**src/rtl/eeac_pkg.sv**
```systemverilog
package eeac_pkg;
  // register word offsets
  localparam logic [2:0] RA_CTRL  = 3'd0;
  localparam logic [2:0] RA_ADDR  = 3'd1;
  localparam logic [2:0] RA_DATA  = 3'd2;
  localparam logic [2:0] RA_BURST = 3'd3;
  localparam logic [2:0] RA_BASE  = 3'd4;

  // control register bit positions
  localparam int CB_WR   = 0;
  localparam int CB_RD   = 1;
  localparam int CB_BUSY = 2;

  localparam int FIELD_W = 15;
  localparam logic [15:0] END_MARK = 16'hFFFF;

  typedef enum logic [2:0] {
    ST_IDLE,
    ST_S_REQ,
    ST_S_RSP,
    ST_B_REQ,
    ST_B_RSP,
    ST_B_MEM
  } eeac_state_e;

  typedef enum logic [1:0] {
    FLD_LO,
    FLD_HI,
    FLD_DAT
  } eeac_field_e;
endpackage

```
**src/rtl/eeac_regs.sv**
```systemverilog
module eeac_regs
  import eeac_pkg::*;
#(
  parameter int AW     = 11,
  parameter int BASE_W = 9,
  parameter int REG_DW = 32
) (
  input  logic              clk,
  input  logic              rst_n,
  input  logic              reg_wr,
  input  logic [2:0]        reg_addr,
  input  logic [REG_DW-1:0] reg_wdata,
  output logic [REG_DW-1:0] reg_rdata,
  input  logic              busy_i,
  input  logic              done_i,
  input  logic              rd_done_i,
  input  logic [7:0]        rd_data_i,
  input  logic              burst_done_i,
  output logic              start_single_o,
  output logic              start_rd_o,
  output logic              start_burst_o,
  output logic [AW-1:0]     addr_o,
  output logic [7:0]        data_o,
  output logic [BASE_W-1:0] base_o
);
  logic wr_pend_q, rd_pend_q, burst_run_q;
  logic [AW-1:0]     addr_q;
  logic [7:0]        data_q;
  logic [BASE_W-1:0] base_q;
  logic unused_wdata;

  assign unused_wdata   = ^reg_wdata;
  assign start_single_o = reg_wr && (reg_addr == RA_CTRL) && !busy_i &&
                          (reg_wdata[CB_WR] || reg_wdata[CB_RD]);
  assign start_rd_o     = reg_wdata[CB_RD];
  assign start_burst_o  = reg_wr && (reg_addr == RA_BURST) && !busy_i && reg_wdata[0];

  always_ff @(posedge clk or negedge rst_n) begin
    if (!rst_n) begin
      wr_pend_q   <= 1'b0;
      rd_pend_q   <= 1'b0;
      burst_run_q <= 1'b0;
      addr_q      <= '0;
      data_q      <= '0;
      base_q      <= '0;
    end else begin
      if (start_single_o) begin
        rd_pend_q <= start_rd_o;
        wr_pend_q <= !start_rd_o;
      end else if (done_i) begin
        rd_pend_q <= 1'b0;
        wr_pend_q <= 1'b0;
      end
      if (start_burst_o)     burst_run_q <= 1'b1;
      else if (burst_done_i) burst_run_q <= 1'b0;
      if (reg_wr && reg_addr == RA_ADDR) addr_q <= reg_wdata[AW-1:0];
      if (reg_wr && reg_addr == RA_BASE) base_q <= reg_wdata[BASE_W-1:0];
      // engine result has priority over a host write in the same cycle
      if (rd_done_i)                          data_q <= rd_data_i;
      else if (reg_wr && reg_addr == RA_DATA) data_q <= reg_wdata[7:0];
    end
  end

  always_comb begin
    reg_rdata = '0;
    unique case (reg_addr)
      RA_CTRL: begin
        reg_rdata[CB_WR]   = wr_pend_q;
        reg_rdata[CB_RD]   = rd_pend_q;
        reg_rdata[CB_BUSY] = busy_i;
      end
      RA_ADDR:  reg_rdata[AW-1:0]     = addr_q;
      RA_DATA:  reg_rdata[7:0]        = data_q;
      RA_BURST: reg_rdata[0]          = burst_run_q;
      RA_BASE:  reg_rdata[BASE_W-1:0] = base_q;
      default:  reg_rdata = '0;
    endcase
  end

  assign addr_o = addr_q;
  assign data_o = data_q;
  assign base_o = base_q;

  AST_PEND_BUSY: assert property (@(posedge clk) disable iff (!rst_n)
    (rd_pend_q || wr_pend_q) |-> busy_i);
  AST_BURST_BUSY: assert property (@(posedge clk) disable iff (!rst_n)
    burst_run_q |-> busy_i);
  AST_DONE_CLEARS: assert property (@(posedge clk) disable iff (!rst_n)
    done_i |=> !(rd_pend_q || wr_pend_q));
endmodule

```
**src/rtl/eeac_ptr.sv**
```systemverilog
module eeac_ptr #(
  parameter int EE_BYTES = 2048,
  parameter int AW       = 11
) (
  input  logic          clk,
  input  logic          rst_n,
  input  logic          load_i,
  input  logic [AW-1:0] load_val_i,
  input  logic          inc_i,
  output logic [AW-1:0] ptr_o
);
  localparam logic [AW-1:0] LAST = AW'(EE_BYTES - 1);

  logic [AW-1:0] ptr_q;

  function automatic logic [AW-1:0] step(input logic [AW-1:0] a);
    return (a == LAST) ? '0 : a + 1'b1;
  endfunction

  always_ff @(posedge clk or negedge rst_n) begin
    if (!rst_n)      ptr_q <= '0;
    else if (load_i) ptr_q <= step(load_val_i);
    else if (inc_i)  ptr_q <= step(ptr_q);
  end

  assign ptr_o = ptr_q;
endmodule

```
**src/rtl/eeac_engine.sv**
```systemverilog
module eeac_engine
  import eeac_pkg::*;
#(
  parameter int AW     = 11,
  parameter int BASE_W = 9,
  localparam int MEM_AW = BASE_W + FIELD_W
) (
  input  logic              clk,
  input  logic              rst_n,
  input  logic              start_single_i,
  input  logic              start_rd_i,
  input  logic              start_burst_i,
  input  logic [AW-1:0]     addr_i,
  input  logic [7:0]        data_i,
  input  logic [BASE_W-1:0] base_i,
  input  logic [AW-1:0]     ptr_i,
  output logic              busy_o,
  output logic              done_o,
  output logic              rd_done_o,
  output logic [7:0]        rd_data_o,
  output logic              burst_done_o,
  output logic              ptr_load_o,
  output logic [AW-1:0]     ptr_load_val_o,
  output logic              ptr_inc_o,
  output logic              ee_req_valid,
  input  logic              ee_req_ready,
  output logic              ee_req_we,
  output logic [AW-1:0]     ee_req_addr,
  output logic [7:0]        ee_req_wdata,
  input  logic              ee_rsp_valid,
  input  logic [7:0]        ee_rsp_data,
  output logic              mem_valid,
  input  logic              mem_ready,
  output logic [MEM_AW-1:0] mem_addr,
  output logic [7:0]        mem_data
);
  eeac_state_e       state_q;
  eeac_field_e       field_q;
  logic              op_we_q;
  logic [AW-1:0]     op_addr_q;
  logic [7:0]        op_wdata_q, lo_q, hi_q, mem_data_q;
  logic [MEM_AW-1:0] mem_addr_q;
  logic in_burst, s_fin, b_got;
  logic unused_hi;

  assign unused_hi = hi_q[7];
  assign in_burst  = (state_q == ST_B_REQ) || (state_q == ST_B_RSP) || (state_q == ST_B_MEM);
  assign s_fin     = (state_q == ST_S_RSP) && ee_rsp_valid;
  assign b_got     = (state_q == ST_B_RSP) && ee_rsp_valid;

  assign busy_o         = state_q != ST_IDLE;
  assign done_o         = s_fin;
  assign rd_done_o      = s_fin && !op_we_q;
  assign rd_data_o      = ee_rsp_data;
  assign ptr_load_o     = s_fin;
  assign ptr_load_val_o = op_addr_q;
  assign ptr_inc_o      = b_got;
  assign burst_done_o   = b_got && (field_q == FLD_HI) && ({ee_rsp_data, lo_q} == END_MARK);

  assign ee_req_valid = (state_q == ST_S_REQ) || (state_q == ST_B_REQ);
  assign ee_req_we    = op_we_q;
  assign ee_req_addr  = in_burst ? ptr_i : op_addr_q;
  assign ee_req_wdata = op_wdata_q;
  assign mem_valid    = state_q == ST_B_MEM;
  assign mem_addr     = mem_addr_q;
  assign mem_data     = mem_data_q;

  always_ff @(posedge clk or negedge rst_n) begin
    if (!rst_n) begin
      state_q    <= ST_IDLE;
      field_q    <= FLD_LO;
      op_we_q    <= 1'b0;
      op_addr_q  <= '0;
      op_wdata_q <= '0;
      lo_q       <= '0;
      hi_q       <= '0;
      mem_addr_q <= '0;
      mem_data_q <= '0;
    end else begin
      unique case (state_q)
        ST_IDLE: begin
          if (start_single_i) begin
            op_we_q    <= !start_rd_i;
            op_addr_q  <= addr_i;
            op_wdata_q <= data_i;
            state_q    <= ST_S_REQ;
          end else if (start_burst_i) begin
            op_we_q <= 1'b0;
            field_q <= FLD_LO;
            state_q <= ST_B_REQ;
          end
        end
        ST_S_REQ: if (ee_req_ready) state_q <= ST_S_RSP;
        ST_S_RSP: if (ee_rsp_valid) state_q <= ST_IDLE;
        ST_B_REQ: if (ee_req_ready) state_q <= ST_B_RSP;
        ST_B_RSP: begin
          if (ee_rsp_valid) begin
            unique case (field_q)
              FLD_LO: begin
                lo_q    <= ee_rsp_data;
                field_q <= FLD_HI;
                state_q <= ST_B_REQ;
              end
              FLD_HI: begin
                hi_q    <= ee_rsp_data;
                field_q <= FLD_DAT;
                state_q <= burst_done_o ? ST_IDLE : ST_B_REQ;
              end
              default: begin
                mem_addr_q <= {base_i, hi_q[6:0], lo_q};
                mem_data_q <= ee_rsp_data;
                field_q    <= FLD_LO;
                state_q    <= ST_B_MEM;
              end
            endcase
          end
        end
        ST_B_MEM: if (mem_ready) state_q <= ST_B_REQ;
        default:  state_q <= ST_IDLE;
      endcase
    end
  end

  AST_REQ_HOLD: assert property (@(posedge clk) disable iff (!rst_n)
    (ee_req_valid && !ee_req_ready) |=>
      (ee_req_valid && $stable(ee_req_addr) && $stable(ee_req_we) && $stable(ee_req_wdata)));
  AST_MEM_HOLD: assert property (@(posedge clk) disable iff (!rst_n)
    (mem_valid && !mem_ready) |=> (mem_valid && $stable(mem_addr) && $stable(mem_data)));
endmodule

```
**src/rtl/eeprom_access_ctrl.sv**
```systemverilog
module eeprom_access_ctrl
  import eeac_pkg::*;
#(
  parameter int EE_BYTES = 2048,
  parameter int BASE_W   = 9,
  parameter int REG_DW   = 32,
  localparam int AW      = $clog2(EE_BYTES),
  localparam int MEM_AW  = BASE_W + FIELD_W
) (
  input  logic              clk,
  input  logic              rst_n,
  input  logic              reg_wr,
  input  logic [2:0]        reg_addr,
  input  logic [REG_DW-1:0] reg_wdata,
  output logic [REG_DW-1:0] reg_rdata,
  output logic              ee_req_valid,
  input  logic              ee_req_ready,
  output logic              ee_req_we,
  output logic [AW-1:0]     ee_req_addr,
  output logic [7:0]        ee_req_wdata,
  input  logic              ee_rsp_valid,
  input  logic [7:0]        ee_rsp_data,
  output logic              mem_valid,
  input  logic              mem_ready,
  output logic [MEM_AW-1:0] mem_addr,
  output logic [7:0]        mem_data
);
  logic busy, done, rd_done, burst_done, ptr_load, ptr_inc;
  logic start_single, start_rd, start_burst;
  logic [7:0]        rd_data, data_val;
  logic [AW-1:0]     addr_val, ptr, ptr_load_val;
  logic [BASE_W-1:0] base_val;

  eeac_regs #(.AW(AW), .BASE_W(BASE_W), .REG_DW(REG_DW)) u_regs (
    .clk(clk), .rst_n(rst_n),
    .reg_wr(reg_wr), .reg_addr(reg_addr), .reg_wdata(reg_wdata), .reg_rdata(reg_rdata),
    .busy_i(busy), .done_i(done), .rd_done_i(rd_done), .rd_data_i(rd_data),
    .burst_done_i(burst_done),
    .start_single_o(start_single), .start_rd_o(start_rd), .start_burst_o(start_burst),
    .addr_o(addr_val), .data_o(data_val), .base_o(base_val)
  );

  eeac_ptr #(.EE_BYTES(EE_BYTES), .AW(AW)) u_ptr (
    .clk(clk), .rst_n(rst_n),
    .load_i(ptr_load), .load_val_i(ptr_load_val), .inc_i(ptr_inc), .ptr_o(ptr)
  );

  eeac_engine #(.AW(AW), .BASE_W(BASE_W)) u_engine (
    .clk(clk), .rst_n(rst_n),
    .start_single_i(start_single), .start_rd_i(start_rd), .start_burst_i(start_burst),
    .addr_i(addr_val), .data_i(data_val), .base_i(base_val), .ptr_i(ptr),
    .busy_o(busy), .done_o(done), .rd_done_o(rd_done), .rd_data_o(rd_data),
    .burst_done_o(burst_done),
    .ptr_load_o(ptr_load), .ptr_load_val_o(ptr_load_val), .ptr_inc_o(ptr_inc),
    .ee_req_valid(ee_req_valid), .ee_req_ready(ee_req_ready), .ee_req_we(ee_req_we),
    .ee_req_addr(ee_req_addr), .ee_req_wdata(ee_req_wdata),
    .ee_rsp_valid(ee_rsp_valid), .ee_rsp_data(ee_rsp_data),
    .mem_valid(mem_valid), .mem_ready(mem_ready), .mem_addr(mem_addr), .mem_data(mem_data)
  );
endmodule

```
**config.mk**
```make
export PLATFORM = sky130hd
export DESIGN_NAME = eeprom_access_ctrl
export DESIGN_NICKNAME = d
export VERILOG_FILES = /design/src/rtl/eeac_pkg.sv /design/src/rtl/eeac_regs.sv /design/src/rtl/eeac_ptr.sv /design/src/rtl/eeac_engine.sv /design/src/rtl/eeprom_access_ctrl.sv
export SDC_FILE = /design/constraint.sdc
export NUM_CORES = 1
export LEC_CHECK = 0
export BUFFER_PORTS_ARGS = -buffer_cell sky130_fd_sc_hd__clkbuf_2
export CORE_MARGIN = 1.5
export CORE_UTILIZATION = 40
export DETAILED_ROUTE_END_ITERATION = 12
export PLACE_DENSITY = 0.71
export SLEW_MARGIN = 20
export SYNTH_ARGS = -nofsm -noshare
export SYNTH_HDL_FRONTEND = slang
export SYNTH_SLANG_ARGS = --single-unit
```
**constraint.sdc**
```tcl
create_clock -name clk -period 2.2 [get_ports clk]
set_input_delay 0.22 -clock clk [delete_from_list [all_inputs] [get_ports clk]]
set_output_delay 0.22 -clock clk [all_outputs]
set_load 0.05 [all_outputs]
```
==> impl_metrics.yaml, run 1 <==
timing:
  skew_ns: 0.00917
  setup_viol: 0
  setup_slack_ns: 0.0154
  fin_crit_sh: 0.993
  hold_viol_final: 0
  fmax_mhz: 458
  maxSlewHeadroom: 0.592
  slew_violations: 0
  tightest_slew_ns: 0.612
  fin_crit_ns: 2.18
pwr:
  vdd_drop_max_v: 0.00101
  seq_power_share: 0.352
  combPwrFrac: 0.359
  power_density_nw_per_um2: 1340
  p_sw_w: 0.00366
  p_int_w: 0.00568
  p_leak_nw: 3.36
  sw_frac_of_total: 0.392
  p_clk_frac: 0.290
worst_hold_path:
  min-delay-start: "reg_wdata[9]"
  min_path_cells: 2
  min_to: "u_regs.addr_o[9]"
  hp-class: "input port to register"
floorplanning:
  dieArea_um2: 14600
  die_w_um: 121
  rows: 42
  pin_count: 135
  core_area_um2: 13400
  start_util: 0.414
  die_h_um: 121
drt:
  wl_um: 14300
  drc: 0
  drt-vias-per-instance: 5.41
  drt.antenna.violating_nets: 0
  first_pass_iters: 5
  drt_first_iter_violations: 214
  route.vias.total: 4383
  wl_per_cell_um: 17.7
cells_and_area:
  drive_gt1_frac: 0.356
  area_growth_pct: 25.5
  final_cell_area_um2: 6970
  fin_nets: 673
  diodes: 0
  fin_cells: 810
  nFillCells: 1187
placed_design:
  finalWeightedCongestion: 0.866
  port_buffers: 92
  dp_slack_ns: 0.237
  dpl_cell_area_um2: 6190
  numPlacedInstances: 769
  dp_hpwl_um: 10200
flow_run:
  maxCapViolations: 0
critical_path:
  path_max_fanout: 6
  r2r-end: "u_engine.state_q[0]"
  cp.required_ns: 1.98
  reg2regPathDepth: 6
  r2r_start: "u_engine.state_q[0]"
  r2r_setup_slack_ns: 0.20
  crit_path_end_kind: "output port"
  worstPathArrival_ns: 1.96
  critPathKind: "register to output port"
  startpoint_type: "register"
synthesis:
  synth_most_common_cell: "dfrtp_1"
  synth_flop_cell: "dfrtp_1"
  synth_area_um2: 5550
  synthArstFlopShare: 1.00
  syn_area_per_cell_um2: 10.9
  syn_inst: 507
  synth_cell_types: 58
  ys_seq_area_frac: 0.514
  synth.area.top_cells: "dfrtp_1 (51%), mux2_2 (12%), nand2_1 (5.5%)"
  synth_top_area_share: 0.514
  yosysTopAreaCell: "dfrtp_1"
  synth_warnings: 0
  synthTopCellsByCount: "dfrtp_1 (114), nand2_1 (82), mux2_2 (59)"
  synth-seq-cells: 114
  synth_edf_count: 0
outcome:
  outcome: "complete, no violations"
cts:
  cts_buffer_depth: 2
  cts_made_buffers: 17
  clk_pin_slew_ns: 0.06
  worst_skew_pair.late_latency_ns: 0.41
  clock_sinks: 114
  htreeDepth: 4
  cts_tree: "built"
  root_buffer: "clkbuf_16"
global_routing:
  antenna_found_initial: 0
  grt_pass1_vias: 4411
  grt_pass1_wl_um: 23200
  grt-ovfl-total: 0
  grt_max_degree: 48
  track_usage: 0.208
==> cell families after synthesis <==
family	after synthesis	synth area share
buf+inv	50	0.0530
fa+ha+maj	2	0.00451
simple gates	167	0.144
other cells	1	0.000676
flops	114	0.514
compound gates	68	0.0785
xor+xnor	10	0.0158
mux	95	0.189
==> cells in the final DEF (no fill, tap or decap), types with 3 or more instances in the layout <==
master / count
a21oi_1: 15
a22oi_1: 6
a31oi_1: 3
buf_4: 28
buf_6: 3
clkbuf_16: 17
clkbuf_2: 79
clkbuf_8: 8
clkinv_2: 4
conb_1: 21
dfrtp_1: 111
dfrtp_2: 3
inv_1: 5
inv_6: 3
mux2_1: 21
mux2_2: 59
mux2i_1: 15
nand2_1: 80
nand2b_1: 4
nand3_1: 9
nand4_1: 12
nor2_1: 30
nor2b_1: 3
o21ai_0: 12
o21ai_1: 9
o221ai_1: 3
xnor2_1: 6
xor2_1: 4
==> flip-flops by register name (all words and copies together), names as in the netlist, 2 cells and up <==
name                     cells
u_engine.hi_q                7
u_regs.base_o                9
u_engine.lo_q                8
u_engine.mem_data            8
u_engine.ptr_load_val_o     11
u_engine.state_q             3
u_regs.data_o                8
u_engine.ee_req_wdata        8
u_engine.field_q             2
u_regs.addr_o               11
u_ptr.ptr_o                 11
u_engine.mem_addr           24
==> worst max-delay path, cell delays in order (launching register included) <==
cell	delay, ns
dfrtp_2	0.43
buf_4	0.16
nor2_4	0.10
nand2_2	0.09
nand2_4	0.09
buf_6	0.13
mux2_2	0.37
clkbuf_8	0.19
==> worst max path at each step <==
stage,start,to
floorplan,reg_addr[0],reg_rdata[10]
global placement,u_engine.ptr_load_val_o[0],u_ptr.ptr_o[4]
detailed placement,u_engine.ptr_load_val_o[0],u_ptr.ptr_o[4]
CTS,u_engine.state_q[2],ee_req_addr[3]
global route,u_engine.state_q[2],ee_req_addr[1]
finish,u_engine.state_q[2],ee_req_addr[1]
==> per-stage QoR <==
stage                     hold WS (ns)  utilization  total power, W  setup TNS, ns
after detailed placement         0.128        0.462         0.00629              0
after CTS                       0.0232        0.517         0.00928              0
final                           0.0316        0.520         0.00934              0
after global placement           0.118        0.462         0.00618              0
after global routing            0.0417        0.520         0.00978        -0.0292
after floorplan                -0.0756            -         0.00546        -0.0475
==> what timing repair did <==
| action | CTS | global route |
|---|---|---|
| hold endpoints to repair | 18 | 0 |
| gates resized for setup | 26 | 12 |
| pin swaps | 2 | 1 |
| cloned | 1 | 0 |
| hold buffers | 1 | 0 |
| setup endpoints to repair | 12 | 13 |
| buffers inserted | 6 | 2 |
==> layer usage <==
layer | vias up | track usage | share of wire
met3 | 27 | 0.0458 | 0.061
met5 | - | 0 | 0
met2 | 181 | 0.336 | 0.48
li1 | 1984 | - | -
met1 | 2191 | 0.274 | 0.43
met4 | 0 | 0.0794 | 0.024
==> power groups by stage <==
stage / clock network (W) / registers, W / logic, W
finish: 0.00271 / 0.00328 / 0.00335
global route: 0.00284 / 0.00338 / 0.00357
CTS: 0.00274 / 0.00327 / 0.00327
detailed placement: 0 / 0.00332 / 0.00297
global placement: 0 / 0.00327 / 0.00291
floorplan: 0 / 0.00345 / 0.00202
==> final cells by class <==
cell class                      instances  area, µm²  area share
Tap cell                              176        220      0.0316
Timing Repair Buffer                  120        782       0.112
Clock buffer                           19        453      0.0650
Inverter                                6       22.5     0.00323
Clock inverter                         12        131      0.0189
Multi-Input combinational cell        363       2500       0.359
Sequential cell                       114       2860       0.410
(Power assumes the default switching activity.)
==> inputs of run 2 (changes only) <==
Settings changed: CTS_BUF_LIST set to sky130_fd_sc_hd__clkbuf_4.
==> impl_metrics.yaml, run 2 (synthesis gave the netlist of run 1 again) <==
cells_and_area:
  final_common_cell: "dfrtp_1"
  nFillCells: 1205
  area_growth_pct: 25.6
  drive_gt1_frac: 0.347
  largest_reg_flops: 24
  fin_cells: 832
  fin_nets: 694
  final_cell_mix: "dfrtp_1 (111), nand2_1 (80), clkbuf_2 (79), mux2_2 (48), nor2_1 (30)"
drt:
  route.vias.total: 4419
  wl_per_cell_um: 17.1
  first_pass_iters: 6
  drc: 0
  drt_first_iter_violations: 291
  drt.antenna.violating_nets: 0
  drt-vias-per-instance: 5.31
  wl_um: 14200
pwr:
  power_density_nw_per_um2: 1210
  p_sw_w: 0.00357
  vdd_drop_max_v: 0.000872
  p_int_w: 0.00489
  combPwrFrac: 0.432
  seq_power_share: 0.389
  p_total_w: 0.00845
  p_clk_frac: 0.179
  sw_frac_of_total: 0.422
  p_leak_nw: 3.36
floorplanning:
  core_area_um2: 13400
  pin_count: 135
  start_util: 0.414
  rows: 42
  die_w_um: 121
  die_h_um: 121
  dieArea_um2: 14600
critical_path:
  critPathKind: "register to output port"
  cp.required_ns: 1.98
  r2r-end: "u_engine.state_q[0]"
  crit_path_top_delay_cell: "dfrtp_2"
  crit_path_end_kind: "output port"
  reg2regPathDepth: 6
  cpPeakStageDelay_ns: 0.44
  crit_family: "simple AND/OR/NAND/NOR gates"
  critPathBufInv: 1
  crit_cells: 6
  r2r_setup_slack_ns: 0.18
  path_max_fanout: 4
  worstSetupEndpoint: "reg_rdata[2]"
  startpoint_type: "register"
  worstPathArrival_ns: 2.01
  crit_path_start: "u_engine.state_q[2]"
  r2r_start: "u_engine.state_q[1]"
  crit_path_cell_trace: "or3_4 > mux2i_1 > nor2_1 > a21oi_1 > o21ai_1 > clkbuf_8"
global_routing:
  grt-ovfl-total: 0
  grt_max_degree: 48
  track_usage: 0.206
  antenna_found_initial: 1
  grt_pass1_vias: 4386
  grt_pass1_wl_um: 23000
cts:
  cts_buffer_depth: 2
  clk_pin_slew_ns: 0.11
  cts_tree: "built"
  root_buffer: "clkbuf_4"
  clock_sinks: 114
  htreeDepth: 4
  cts_made_buffers: 17
  worst_skew_pair.late_latency_ns: 0.54
timing:
  setup_slack_ns: -0.0261
  setup_tns_ns: -0.0353
  tightest_slew_ns: 0.590
  fmax_mhz: 449
  fin_crit_ns: 2.23
  hold_viol_final: 0
  slew_violations: 0
  setup_viol: 2
  fin_crit_sh: 1.01
  maxSlewHeadroom: 0.606
  rsz0062_at_grt: "true"
  skew_ns: 0.0180
placed_design:
  dp_slack_ns: 0.237
  finalWeightedCongestion: 0.866
  numPlacedInstances: 769
  dp_hpwl_um: 10200
  port_buffers: 92
worst_hold_path:
  hp-class: "input port to register"
outcome:
  outcome: "finished with violations"
  violations: "negative setup slack"
flow_run:
  maxCapViolations: 0
==> run 2: changes by cell type in the layout (fill, tap and decap cells not counted), moves of 2 or more <==
cell / delta
clkbuf_8: -7
clkbuf_16: -14
mux2_2: -11
buf_8: +7
clkbuf_4: +17
buf_4: -2
dlygate4sd3_1: +19
clkinv_1: +2
mux2_4: +11
==> run 2: through the flow <==
stage | utilization | hold slack, ns | instance area [µm²]
2_1_floorplan | - | -0.0756 | 5630
3_3_place_gp | 0.462 | 0.118 | 6190
3_5_place_dp | 0.462 | 0.128 | 6190
4_1_cts | 0.519 | 0.0365 | 6950
5_1_grt | 0.520 | 0.0501 | 6970
6_report | 0.520 | 0.0604 | 6970
==> run 2: repair_timing <==
action,in CTS,in global routing
resized for setup,53,8
endpoints found under the hold margin,159,0
cloned,1,0
hold buffers,20,0
setup buffers,9,1
setup endpoints to repair,12,12
pin swaps,3,0
==> run 2: per-layer routing <==
metal  track usage  up-vias  routed length [µm]
li1              -     2023                   -
met2         0.336      179                6850
met5             0        -                   0
met3        0.0495       22                 791
met4        0.0684        0                 293
met1         0.271     2195                6260
==> run 2: worst reg2reg max path: cells and delay by family, from the launching register on <==
kind                   cells  cell delay, ns
flip-flops                 1            0.47
AO/OA/AOI/OAI              1            0.30
AND/OR/NAND/NOR            4            0.98
buffers and inverters      1            0.16
==> run 2: worst min-delay path by stage <==
stage	start	end	slack, ns	cells after the start
2_1_floorplan	rst_n	u_engine.ee_req_wdata[0]	-0.08	0
6_report	ee_req_ready	u_engine.state_q[1]	0.06	3
3_5_place_dp	rst_n	u_engine.mem_addr[1]	0.13	1
3_3_place_gp	rst_n	u_engine.mem_addr[2]	0.12	1
5_1_grt	ee_req_ready	u_engine.state_q[1]	0.05	3
4_1_cts	ee_req_ready	u_engine.state_q[1]	0.04	3
==> run 2: power groups by stage <==
stage                     registers, W  clock network [W]  logic (W)
after floorplan                0.00345                  0    0.00202
after detailed placement       0.00332                  0    0.00297
after global routing           0.00338            0.00163    0.00389
after global placement         0.00327                  0    0.00291
final                          0.00329            0.00151    0.00365
after CTS                      0.00327            0.00154    0.00359
==> run 2: final cells by class <==
cell class	instances	area (µm²)	area share
timing repair buffer	141	1060	0.152
multi-input combinational	363	2540	0.365
clock inverter	14	139	0.0199
tap	176	220	0.0316
inverter	6	22.5	0.00323
sequential	114	2860	0.410
antenna	1	2.50	0.000359
clock buffer	17	128	0.0183
==> inputs of run 3 (changes only) <==
Settings changed: RECOVER_POWER set to 100, REMOVE_ABC_BUFFERS set to 1.
==> impl_metrics.yaml, run 3 (synthesis gave the netlist of run 1 again) <==
outcome:
  outcome: "finished with violations"
  violations: "negative setup slack"
cells_and_area:
  final_common_cell: "dfrtp_1"
  nFillCells: 1254
  diodes: 0
  fin_nets: 695
  area_growth_pct: 23.9
  final_util: 0.513
  final_cell_mix: "dfrtp_1 (111), nand2_1 (80), mux2_2 (52), clkbuf_1 (44), clkbuf_2 (40)"
  largest_reg_flops: 24
  drive_gt1_frac: 0.279
timing:
  fin_crit_sh: 1.02
  setup_viol: 11
  hold_viol_final: 0
  setup_slack_ns: -0.0476
  slew_violations: 0
  fmax_mhz: 445
  worst_hold_slack_ns: 0.0471
  setup_tns_ns: -0.367
  fin_crit_ns: 2.25
  tightest_slew_ns: 1.08
  rsz0062_at_grt: "true"
  skew_ns: 0.0182
  maxSlewHeadroom: 0.277
critical_path:
  path_max_fanout: 6
  startpoint_type: "register"
  cpPeakStageDelay_ns: 0.42
  crit_path_end_kind: "output port"
  critPathKind: "register to output port"
  crit_path_cell_trace: "inv_2 > nor2_2 > nand2_2 > nand2_2 > buf_6 > mux2_4 > clkbuf_8"
  crit_path_top_delay_cell: "dfrtp_2"
  crit_cells: 7
  worstPathArrival_ns: 2.03
  cp.required_ns: 1.98
  crit_family: "flip-flops"
  crit_top_cell: "nand2_2"
  reg2regPathDepth: 5
  critPathBufInv: 3
global_routing:
  grt-ovfl-total: 0
  antenna_found_initial: 0
  grt_pass1_vias: 4403
  grt_max_degree: 44
  grt_pass1_wl_um: 22800
  track_usage: 0.201
worst_hold_path:
  hp-class: "input port to register"
  min_path_cells: 2
cts:
  htreeDepth: 4
  root_buffer: "clkbuf_4"
  cts_buffer_depth: 2
  clk_pin_slew_ns: 0.10
  worst_skew_pair.late_latency_ns: 0.53
  cts_made_buffers: 17
  cts_tree: "built"
  clock_sinks: 114
pwr:
  p_int_w: 0.00499
  p_leak_nw: 3.20
  power_density_nw_per_um2: 1230
  vdd_drop_max_v: 0.000528
  seq_power_share: 0.389
  sw_frac_of_total: 0.409
  p_clk_frac: 0.198
  combPwrFrac: 0.413
  p_sw_w: 0.00345
drt:
  wl_per_cell_um: 16.7
  drt.antenna.violating_nets: 0
  first_pass_iters: 4
  route.vias.total: 4351
  drc: 0
  drt_first_iter_violations: 261
  wl_um: 13900
  drt-vias-per-instance: 5.23
placed_design:
  dp_slack_ns: 0.178
  finalWeightedCongestion: 0.930
  port_buffers: 92
  dp_hpwl_um: 9760
floorplanning:
  die_w_um: 121
  start_util: 0.414
  die_h_um: 121
  pin_count: 135
  core_area_um2: 13400
  dieArea_um2: 14600
  rows: 42
flow_run:
  maxCapViolations: 0
## run 3: timing repair
item	4_1_cts	5_1_grt
gates resized for setup	46	0
pin swaps	4	0
buffers inserted	9	1
hold buffers	19	0
gates cloned	1	0
hold endpoints to repair	84	0
setup endpoints to repair	12	12
## run 3: stage by stage
| stage | instance area, µm² | power, W | instances |
|---|---|---|---|
| 2_1_floorplan | 5350 | 0.00537 | 483 |
| 3_3_place_gp | 6220 | 0.00616 | 771 |
| 3_5_place_dp | 6220 | 0.00626 | 771 |
| 4_1_cts | 6980 | 0.00849 | 831 |
| 5_1_grt | 6880 | 0.00892 | 832 |
| 6_report | 6880 | 0.00844 | 832 |
## run 3: layer usage
metal,wire length (µm),global-route usage,share of wire,vias to the layer above
met2,6880,0.329,0.50,149
li1,-,-,-,2035
met3,940,0.0637,0.068,23
met4,223,0.0721,0.016,0
met1,5850,0.251,0.42,2144
met5,0,0,0,-
## run 3: cell type report
type | instances | area (µm²) | share of cell area
Clock buffer | 18 | 135 | 0.0196
Tap cell | 176 | 220 | 0.0320
Timing Repair Buffer | 142 | 962 | 0.140
Clock inverter | 13 | 168 | 0.0244
Multi-Input combinational cell | 363 | 2510 | 0.365
Sequential cell | 114 | 2860 | 0.415
Inverter | 6 | 22.5 | 0.00327
## run 3: worst paths after layout
check,from,slack (ns),endpoint
worst min-delay path,reg_wdata[0],0.05,u_regs.addr_o[0]
min in group asynchronous,rst_n,0.41,u_ptr.ptr_o[1]
worst max-delay path,u_engine.state_q[0],-0.05,ee_req_addr[5]
worst max register to register,u_engine.state_q[0],0.03,u_engine.ptr_load_val_o[5]
worst min register to register,u_engine.hi_q[2],0.49,u_engine.hi_q[2]
max in group asynchronous,rst_n,0.30,u_engine.state_q[1]
## run 3: power groups by stage
stage                     registers (W)  clock network, W  logic [W]
after detailed placement        0.00332                 0    0.00294
after CTS                       0.00326           0.00171    0.00351
after global placement          0.00328                 0    0.00289
final                           0.00328           0.00167    0.00349
after global routing            0.00337           0.00181    0.00374
after floorplan                 0.00347                 0    0.00190
## run 3: worst reg2reg max path, stage by stage (launching register included)
cell	delay, ns
dfrtp_2	0.45
or3_4	0.40
buf_4	0.15
nor3_2	0.41
buf_4	0.29
mux2_1	0.35
